--- config.mk ---
export PLATFORM = sky130hd
export DESIGN_NAME = boost_governor
export DESIGN_NICKNAME = d
export VERILOG_FILES = /design/src/rtl/bgov_pkg.sv /design/src/rtl/bgov_div.sv /design/src/rtl/bgov_step.sv /design/src/rtl/bgov_finish.sv /design/src/rtl/bgov_seq.sv /design/src/rtl/boost_governor.sv
export SDC_FILE = /design/constraint.sdc
export NUM_CORES = 2
export LEC_CHECK = 0
export ABC_CLOCK_PERIOD_IN_PS = 12940
export BUFFER_PORTS_ARGS = -buffer_cell sky130_fd_sc_hd__buf_4
export CORE_ASPECT_RATIO = 1.1
export CORE_MARGIN = 5
export CORE_UTILIZATION = 50
export DETAILED_ROUTE_END_ITERATION = 8
export PLACE_DENSITY = 0.67
export SYNTH_ARGS = -nofsm -noshare
export SYNTH_HDL_FRONTEND = slang
export SYNTH_SLANG_ARGS = --single-unit
--- constraint.sdc ---
create_clock -name clk -period 12.94 [get_ports clk]
set_clock_uncertainty 0.2 [all_clocks]
set_input_delay 2.588 -clock clk [delete_from_list [all_inputs] [get_ports clk]]
set_output_delay 2.588 -clock clk [all_outputs]
set_load 0.03 [all_outputs]
--- src/rtl/bgov_pkg.sv ---
package bgov_pkg;

    typedef enum logic [2:0] {
        ST_IDLE,
        ST_BOOST,
        ST_AVG,
        ST_COEF,
        ST_SCALE,
        ST_WMUP,
        ST_WMDN,
        ST_FIN
    } bgov_state_e;

    localparam int unsigned PCT_SCALE     = 100;
    localparam int unsigned COEF_NUMER    = 10000;
    localparam int unsigned SAMPLE_PERIOD = 12;

endpackage

--- src/rtl/bgov_div.sv ---
module bgov_div #(
    parameter int DW = 40,
    parameter int VW = 16
) (
    input  logic          clk,
    input  logic          rst_n,
    input  logic          start,
    input  logic [DW-1:0] num,
    input  logic [VW-1:0] den,
    output logic [DW-1:0] quo,
    output logic [VW-1:0] rem,
    output logic          done
);
    localparam int CNTW = $clog2(DW + 1);

    logic [DW-1:0]   q_q;
    logic [VW-1:0]   r_q;
    logic [VW-1:0]   den_q;
    logic [CNTW-1:0] cnt_q;
    logic            run_q;
    logic            done_q;

    logic [VW:0]     shifted;
    logic [VW:0]     diff;
    logic            ge;
    logic [VW-1:0]   r_next;

    always_comb begin
        shifted = {r_q, q_q[DW-1]};
        ge      = (shifted >= {1'b0, den_q});
        diff    = shifted - {1'b0, den_q};
        r_next  = ge ? diff[VW-1:0] : shifted[VW-1:0];
    end

    always_ff @(posedge clk) begin
        if (!rst_n) begin
            q_q    <= '0;
            r_q    <= '0;
            den_q  <= '0;
            cnt_q  <= '0;
            run_q  <= 1'b0;
            done_q <= 1'b0;
        end else begin
            done_q <= 1'b0;
            if (start) begin
                q_q   <= num;
                r_q   <= '0;
                den_q <= den;
                cnt_q <= CNTW'(DW);
                run_q <= 1'b1;
            end else if (run_q) begin
                q_q   <= {q_q[DW-2:0], ge};
                r_q   <= r_next;
                cnt_q <= cnt_q - 1'b1;
                if (cnt_q == CNTW'(1)) begin
                    run_q  <= 1'b0;
                    done_q <= 1'b1;
                end
            end
        end
    end

    assign quo  = q_q;
    assign rem  = r_q;
    assign done = done_q;

    // a finished division leaves a remainder smaller than the divisor
    a_r5_div_rem: assert property (@(posedge clk) disable iff (!rst_n)
        done_q |-> (r_q < den_q));

    // the sequencer never launches a division while one is running
    a_r9_div_no_restart: assert property (@(posedge clk) disable iff (!rst_n)
        start |-> !run_q);

endmodule

--- src/rtl/bgov_step.sv ---
module bgov_step #(
    parameter int FW       = 24,
    parameter int DW       = 40,
    parameter int STEP_KHZ = 16000
) (
    input  logic          go_up,
    input  logic [DW-1:0] q,
    input  logic [FW-1:0] max_freq,
    output logic [FW-1:0] boost_new,
    output logic          sat,
    output logic          zeroed
);
    localparam int HALF_STEP = STEP_KHZ / 2;

    logic [DW-1:0] grown;

    always_comb begin
        grown     = q + DW'(STEP_KHZ);
        boost_new = '0;
        sat       = 1'b0;
        zeroed    = 1'b0;
        if (go_up) begin
            if (grown >= DW'(max_freq)) begin
                boost_new = max_freq;
                sat       = 1'b1;
            end else begin
                boost_new = FW'(grown);
            end
        end else begin
            if (q < DW'(HALF_STEP)) begin
                boost_new = '0;
                zeroed    = 1'b1;
            end else begin
                boost_new = FW'(q);
            end
        end
    end

endmodule

--- src/rtl/bgov_finish.sv ---
module bgov_finish #(
    parameter int FW  = 24,
    parameter int ACW = 24,
    parameter int TW  = 32
) (
    input  logic [TW-1:0]  base,
    input  logic [FW-1:0]  boost,
    input  logic [ACW-1:0] avg_count,
    input  logic [ACW-1:0] dep_thr,
    input  logic [FW-1:0]  floor_freq,
    input  logic           dn_en_in,
    output logic [TW-1:0]  tgt,
    output logic           dn_en_out
);
    logic [TW-1:0] sum;
    logic          dep_on;
    logic          above;

    always_comb begin
        sum       = base + TW'(boost);
        dep_on    = (dep_thr != '0);
        above     = dep_on && (avg_count >= dep_thr);
        tgt       = sum;
        dn_en_out = dn_en_in;
        if (above) begin
            dn_en_out = 1'b1;
            if (sum < TW'(floor_freq)) begin
                tgt = TW'(floor_freq);
            end
        end else if (dep_on && (boost == '0)) begin
            dn_en_out = 1'b0;
        end
    end

endmodule

--- src/rtl/bgov_seq.sv ---
module bgov_seq
    import bgov_pkg::*;
#(
    parameter int FW  = 24,
    parameter int ACW = 24,
    parameter int TW  = 32,
    parameter int UCW = 10,
    parameter int DCW = 7,
    parameter int THW = 7,
    parameter int DW  = 40,
    parameter int VW  = 16
) (
    input  logic           clk,
    input  logic           rst_n,
    input  logic           up_evt,
    input  logic           dn_evt,
    input  logic           eval,
    input  logic [ACW-1:0] avg_count,
    input  logic [FW-1:0]  cur_freq,
    input  logic [UCW-1:0] up_coeff,
    input  logic [DCW-1:0] dn_coeff,
    input  logic [THW-1:0] up_thr,
    input  logic [THW-1:0] dn_thr,
    input  logic [FW-1:0]  step_boost,
    input  logic           step_sat,
    input  logic           step_zero,
    input  logic [TW-1:0]  fin_tgt,
    input  logic           fin_dn_en,
    input  logic [DW-1:0]  dv_quo,
    input  logic           dv_done,
    output logic           dv_start,
    output logic [DW-1:0]  dv_num,
    output logic [VW-1:0]  dv_den,
    output logic           mode_up,
    output logic [FW-1:0]  boost_q,
    output logic [TW-1:0]  base_q,
    output logic [TW-1:0]  target,
    output logic [TW-1:0]  wm_upper,
    output logic [TW-1:0]  wm_lower,
    output logic           cons_up_en,
    output logic           cons_dn_en,
    output logic           busy,
    output logic           done
);
    bgov_state_e   state_q;
    bgov_state_e   state_d;
    logic [DW-1:0] avg_div_q;

    // state register
    always_ff @(posedge clk) begin
        if (!rst_n) state_q <= ST_IDLE;
        else        state_q <= state_d;
    end

    // next-state logic
    always_comb begin
        state_d = state_q;
        unique case (state_q)
            ST_IDLE: begin
                if (up_evt || dn_evt) state_d = ST_BOOST;
                else if (eval)        state_d = ST_AVG;
            end
            ST_BOOST: if (dv_done) state_d = ST_AVG;
            ST_AVG:   if (dv_done) state_d = ST_COEF;
            ST_COEF:  if (dv_done) state_d = ST_SCALE;
            ST_SCALE: if (dv_done) state_d = ST_WMUP;
            ST_WMUP:  if (dv_done) state_d = ST_WMDN;
            ST_WMDN:  if (dv_done) state_d = ST_FIN;
            ST_FIN:   state_d = ST_IDLE;
        endcase
    end

    // outputs and datapath registers
    always_ff @(posedge clk) begin
        if (!rst_n) begin
            dv_start   <= 1'b0;
            dv_num     <= '0;
            dv_den     <= '0;
            mode_up    <= 1'b0;
            boost_q    <= '0;
            base_q     <= '0;
            avg_div_q  <= '0;
            target     <= '0;
            wm_upper   <= '0;
            wm_lower   <= '0;
            cons_up_en <= 1'b1;
            cons_dn_en <= 1'b1;
            done       <= 1'b0;
        end else begin
            dv_start <= 1'b0;
            done     <= 1'b0;
            case (state_q)
                ST_IDLE: begin
                    if (up_evt || dn_evt) begin
                        mode_up    <= up_evt;
                        cons_up_en <= 1'b1;
                        cons_dn_en <= 1'b1;
                        dv_num     <= DW'(boost_q) *
                                      (up_evt ? DW'(up_coeff) : DW'(dn_coeff));
                        dv_den     <= VW'(PCT_SCALE);
                        dv_start   <= 1'b1;
                    end else if (eval) begin
                        dv_num   <= DW'(avg_count);
                        dv_den   <= VW'(SAMPLE_PERIOD);
                        dv_start <= 1'b1;
                    end
                end
                ST_BOOST: begin
                    if (dv_done) begin
                        boost_q <= step_boost;
                        if (step_sat)  cons_up_en <= 1'b0;
                        if (step_zero) cons_dn_en <= 1'b0;
                        dv_num   <= DW'(avg_count);
                        dv_den   <= VW'(SAMPLE_PERIOD);
                        dv_start <= 1'b1;
                    end
                end
                ST_AVG: begin
                    if (dv_done) begin
                        avg_div_q <= dv_quo;
                        dv_num    <= DW'(COEF_NUMER);
                        dv_den    <= VW'(up_thr);
                        dv_start  <= 1'b1;
                    end
                end
                ST_COEF: begin
                    if (dv_done) begin
                        dv_num   <= avg_div_q * dv_quo;
                        dv_den   <= VW'(PCT_SCALE);
                        dv_start <= 1'b1;
                    end
                end
                ST_SCALE: begin
                    if (dv_done) begin
                        base_q   <= TW'(dv_quo);
                        dv_num   <= DW'(cur_freq) * DW'(SAMPLE_PERIOD) * DW'(up_thr);
                        dv_den   <= VW'(PCT_SCALE);
                        dv_start <= 1'b1;
                    end
                end
                ST_WMUP: begin
                    if (dv_done) begin
                        wm_upper <= TW'(dv_quo);
                        dv_num   <= DW'(cur_freq) * DW'(SAMPLE_PERIOD) * DW'(dn_thr);
                        dv_den   <= VW'(PCT_SCALE);
                        dv_start <= 1'b1;
                    end
                end
                ST_WMDN: begin
                    if (dv_done) wm_lower <= TW'(dv_quo);
                end
                ST_FIN: begin
                    target     <= fin_tgt;
                    cons_dn_en <= fin_dn_en;
                    done       <= 1'b1;
                end
                default: ;
            endcase
        end
    end

    assign busy = (state_q != ST_IDLE);

    // simultaneous events take the upper path
    a_r4_up_first: assert property (@(posedge clk) disable iff (!rst_n)
        (state_q == ST_IDLE && up_evt && dn_evt) |=> (state_q == ST_BOOST && mode_up));

    // once past the boost update, nothing disturbs the boost
    a_r10_boost_hold: assert property (@(posedge clk) disable iff (!rst_n)
        (state_q != ST_IDLE && state_q != ST_BOOST) |=> $stable(boost_q));

endmodule

--- src/rtl/boost_governor.sv ---
module boost_governor #(
    parameter int FW       = 24,
    parameter int ACW      = 24,
    parameter int TW       = 32,
    parameter int UCW      = 10,
    parameter int DCW      = 7,
    parameter int THW      = 7,
    parameter int DW       = 40,
    parameter int VW       = 16,
    parameter int STEP_KHZ = 16000
) (
    input  logic           clk,
    input  logic           rst_n,
    input  logic           up_evt,
    input  logic           dn_evt,
    input  logic           eval,
    input  logic [ACW-1:0] avg_count,
    input  logic [ACW-1:0] dep_thr,
    input  logic [FW-1:0]  floor_freq,
    input  logic [FW-1:0]  max_freq,
    input  logic [FW-1:0]  cur_freq,
    input  logic [UCW-1:0] up_coeff,
    input  logic [DCW-1:0] dn_coeff,
    input  logic [THW-1:0] up_thr,
    input  logic [THW-1:0] dn_thr,
    output logic [FW-1:0]  boost,
    output logic [TW-1:0]  target,
    output logic [TW-1:0]  wm_upper,
    output logic [TW-1:0]  wm_lower,
    output logic           cons_up_en,
    output logic           cons_dn_en,
    output logic           busy,
    output logic           done
);
    localparam int HALF_STEP = STEP_KHZ / 2;

    logic          dv_start;
    logic [DW-1:0] dv_num;
    logic [VW-1:0] dv_den;
    logic [DW-1:0] dv_quo;
    logic [VW-1:0] dv_rem;
    logic          dv_done;
    logic          mode_up;
    logic [FW-1:0] step_boost;
    logic          step_sat;
    logic          step_zero;
    logic [TW-1:0] base_q;
    logic [TW-1:0] fin_tgt;
    logic          fin_dn_en;

    bgov_div #(.DW(DW), .VW(VW)) u_div (
        .clk   (clk),
        .rst_n (rst_n),
        .start (dv_start),
        .num   (dv_num),
        .den   (dv_den),
        .quo   (dv_quo),
        .rem   (dv_rem),
        .done  (dv_done)
    );

    bgov_step #(.FW(FW), .DW(DW), .STEP_KHZ(STEP_KHZ)) u_step (
        .go_up     (mode_up),
        .q         (dv_quo),
        .max_freq  (max_freq),
        .boost_new (step_boost),
        .sat       (step_sat),
        .zeroed    (step_zero)
    );

    bgov_finish #(.FW(FW), .ACW(ACW), .TW(TW)) u_fin (
        .base       (base_q),
        .boost      (boost),
        .avg_count  (avg_count),
        .dep_thr    (dep_thr),
        .floor_freq (floor_freq),
        .dn_en_in   (cons_dn_en),
        .tgt        (fin_tgt),
        .dn_en_out  (fin_dn_en)
    );

    bgov_seq #(
        .FW(FW), .ACW(ACW), .TW(TW), .UCW(UCW), .DCW(DCW),
        .THW(THW), .DW(DW), .VW(VW)
    ) u_seq (
        .clk        (clk),
        .rst_n      (rst_n),
        .up_evt     (up_evt),
        .dn_evt     (dn_evt),
        .eval       (eval),
        .avg_count  (avg_count),
        .cur_freq   (cur_freq),
        .up_coeff   (up_coeff),
        .dn_coeff   (dn_coeff),
        .up_thr     (up_thr),
        .dn_thr     (dn_thr),
        .step_boost (step_boost),
        .step_sat   (step_sat),
        .step_zero  (step_zero),
        .fin_tgt    (fin_tgt),
        .fin_dn_en  (fin_dn_en),
        .dv_quo     (dv_quo),
        .dv_done    (dv_done),
        .dv_start   (dv_start),
        .dv_num     (dv_num),
        .dv_den     (dv_den),
        .mode_up    (mode_up),
        .boost_q    (boost),
        .base_q     (base_q),
        .target     (target),
        .wm_upper   (wm_upper),
        .wm_lower   (wm_lower),
        .cons_up_en (cons_up_en),
        .cons_dn_en (cons_dn_en),
        .busy       (busy),
        .done       (done)
    );

    // a closed upper detector means the boost sits at the maximum
    a_r2_up_gate: assert property (@(posedge clk) disable iff (!rst_n)
        (!busy && !cons_up_en) |-> (boost == max_freq));

    // a closed lower detector means the boost is zero
    a_r3_dn_gate: assert property (@(posedge clk) disable iff (!rst_n)
        (!busy && !cons_dn_en) |-> (boost == '0));

    // a settled boost is never a nonzero value below half a step
    a_r3_snap: assert property (@(posedge clk) disable iff (!rst_n)
        !busy |-> (boost == '0 || boost >= FW'(HALF_STEP)));

    // completion is a single-cycle pulse outside a busy sequence
    a_r9_done_pulse: assert property (@(posedge clk) disable iff (!rst_n)
        done |=> !done);

    a_r9_done_idle: assert property (@(posedge clk) disable iff (!rst_n)
        done |-> !busy);

endmodule

==> flow_summary.yaml <==
global_routing:
  grt_pass1_vias: 54910
  grt_usage: 0.3069
  grt_antenna_before_repair: 11
  grt_pass1_wl_mm: 319.2
  grt_max_degree: 84
  gr-total-overflow: 0
worst_setup_path:
  slowest_stage: "a2111oi_0"
  r2r_setup_slack_ps: 3750
  critPathMaxStageDelay_ps: 850
  worstSetupPathType: "input pin to flop"
  crit_top_cell: "fa_1"
  crit_fanout: 14
  crit_path_start_kind: "input pin"
  end_kind: "flop"
  worstPathRequired_ps: 13200
  worst_ep_arrival_time_ps: 10970
synthesis:
  netlist_instances: 7468
  synth_area_leaders: "fa_1 (35%), dfxtp_1 (10%), ha_1 (9.5%)"
  async_reset_ff_frac: 0
  syn_area_per_cell_sq_um: 8.369
  synth-seq-cells: 318
  synth.top_cell.area_share: 0.3482
  ys_seq_area_frac: 0.1019
  synth_top_area_cell: "fa_1"
  synth.distinct_cells: 85
  synth_enable_flop_cells: 0
  syn_area_sq_um: 62500
  syn_nets: 9185
  ys.flop_type: "dfxtp_1"
  yosysWarningCount: 0
sta:
  final_max_slew_viol_count: 0
  worst_slew_pin_slew_ps: 1269
  max_freq_mhz: 93.37
  tns_ps: 0
  period_share: 0.8276
  setup_viol: 0
  rsz0062_at_grt: "no"
  finalHoldViolCount: 0
  finalCriticalPeriod_ps: 10710
  relSlewSlack: 0.1477
clock_tree:
  clockRootBuffer: "clkbuf_16"
  clock_sinks: 318
  postCtsSetupRepairBufs: 0
  cts_resized: 0
  clk_latency_ps: 590
  cts_tree: "yes"
  cts_hold_buf: 0
  htree_levels: 2
  cts-buffers-inserted: 39
  clk_pin_slew_worst_paths_ps: 60
  cts_max_path_buffers: 3
routing:
  vias_per_cell: 5.721
  detail-route-antenna-nets: 0
  drc: 0
  vias: 52320
  firstDrtPassIters: 8
  drt_wl_total_mm: 203.6
  wl_per_cell_microns: 22.26
  drtIter0Drc: 4533
pwr:
  peakVddDrop_mv: 0.2810
  leakage_nw: 32.79
  finalPower_mw: 8.457
  power_density_nw_per_um2: 125.6
floorplan:
  row_count: 136
  die_area_sq_um: 132200
  core_sq_um: 124600
  die_x_microns: 347.1
  die_y_microns: 380.8
  boundaryPins: 280
  initial_core_util: 0.5018
placed_design:
  numPortBuffers: 279
  place_congestion: 0.9632
  dp.cells: 9069
  dp_hpwl_mm: 153.7
final_layout:
  drive_gt1_frac: 0.07336
  stdcell_count: 9145
  final_nets: 9171
  syn2layout_area_growth_pct: 7.762
min_path:
  hp-class: "flop to flop"
outcome:
  status: "finished, final reports clean"
flow_run:
  drv_cap: 0
-- worst paths after layout --
kind / start / to / cells after the start
worst max register to register: u_div.quo[5]$_SDFFE_PN0P_ / u_seq.dv_num[34]$_SDFFE_PN0P_ / 25
worst min register to register: u_seq.dv_den[0]$_SDFFE_PN0P_ / u_seq.dv_den[0]$_SDFFE_PN0P_ / 2
worst max-delay path: cur_freq[0] / u_seq.dv_num[34]$_SDFFE_PN0P_ / 29
worst min-delay path: u_seq.dv_den[0]$_SDFFE_PN0P_ / u_seq.dv_den[0]$_SDFFE_PN0P_ / 2
-- critical path, delay by kind of cell --
| kind | cells | cell delay (ps) |
|---|---|---|
| fa+ha+maj | 6 | 2510 |
| mux | 1 | 280 |
| simple gates | 2 | 340 |
| compound gates | 16 | 4150 |
| buf+inv | 3 | 270 |
| xor+xnor | 1 | 820 |
-- state kept, by name (all words and copies together), names as in the netlist --
| register | flops |
|---|---|
| u_seq.avg_div_q | 40 |
| u_seq.done | 1 |
| u_div.rem | 16 |
| u_div.done | 1 |
| u_seq.target | 32 |
| u_seq.mode_up | 1 |
| u_div.den_q | 7 |
| u_seq.state_q | 3 |
| u_seq.wm_lower | 32 |
| u_seq.cons_up_en | 1 |
| u_seq.wm_upper | 32 |
| u_seq.dv_num | 40 |
| u_seq.base_q | 32 |
| u_seq.cons_dn_en | 1 |
| u_div.quo | 40 |
| u_seq.dv_start | 1 |
| u_seq.boost_q | 24 |
| u_div.run_q | 1 |
| u_seq.dv_den | 7 |
| u_div.cnt_q | 6 |
-- layer usage --
layer	vias to the layer above	wire length [microns]	share of wire	global-route usage
li1	23280	-	-	-
met4	6	11050	0.054	0.1372
met3	528	18380	0.090	0.06314
met1	26240	77220	0.38	0.3837
met5	-	44	0.00022	0
met2	2273	96880	0.48	0.5145
-- placed cells by master, fill, tap and decap left out, types with 28 or more instances in the layout --
master	count
nand2b_1	55
and3_1	56
fa_1	1087
xnor2_1	168
a31oi_1	36
nor2b_1	132
ha_1	474
a21oi_1	411
dfxtp_1	296
a211oi_1	42
nand4_1	28
nand2_1	1016
inv_1	1221
clkbuf_16	39
mux2i_1	61
o21a_1	51
o21ai_0	216
nand3_1	52
buf_4	402
nor3_1	104
nor2_1	243
a21o_1	81
and2_1	725
xor2_1	82
-- where the power goes --
part,switching [mW],internal [mW],leakage (nW),total (mW)
logic,3.67,2.38,29.5,6.05
registers,0.146,1.06,2.58,1.21
clock network,0.496,0.698,0.673,1.19
total,4.31,4.14,32.8,8.46
-- cell type report --
type	instances	area (sq um)
Fill cell	11620	57210
Multi-Input combinational cell	5471	49880
Sequential cell	318	6396
Inverter	1222	4592
Timing Repair Buffer	402	3018
Tap cell	1656	2072
Clock buffer	51	1071
Clock inverter	20	311.5
Antenna cell	5	12.51
-- cells by family after synthesis --
group | count (synthesis) | synth area share
AOI/OAI and AO/OA | 1060 | 0.1044
xor gates and xnor gates | 250 | 0.03503
adders and majority gates | 1561 | 0.4431
buffers and inverters | 1679 | 0.1012
DFF | 318 | 0.1019
muxes | 84 | 0.01419
and+or+nand+nor | 2516 | 0.2002
-- stage by stage --
| stage | util | worst slack (ps) | cell area [sq um] | hold WS [ps] |
|---|---|---|---|---|
| after detailed placement | 0.5295 | 1740 | 65950 | 245.6 |
| after global routing | 0.5407 | 1741 | 67340 | 279.2 |
| after CTS | 0.5406 | 2315 | 67340 | 253.8 |
| after floorplan | - | 3525 | 62500 | 231.6 |
| final | 0.5407 | 2230 | 67350 | 254.7 |
| after global placement | 0.5295 | 1996 | 65950 | 242.3 |
-- cell usage after synthesis, types with 65 or more instances --
cell      count
nor2b_1     133
a21o_1       81
mux2i_1      65
nor3_1      104
inv_1      1221
ha_1        474
xnor2_1     168
nand2_1    1016
fa_1       1087
and2_1      726
o21ai_0     216
dfxtp_1     318
xor2_1       82
clkbuf_1    427
a21oi_1     411
nor2_1      244
No activity file was read; power rests on OpenSTA's default activity.
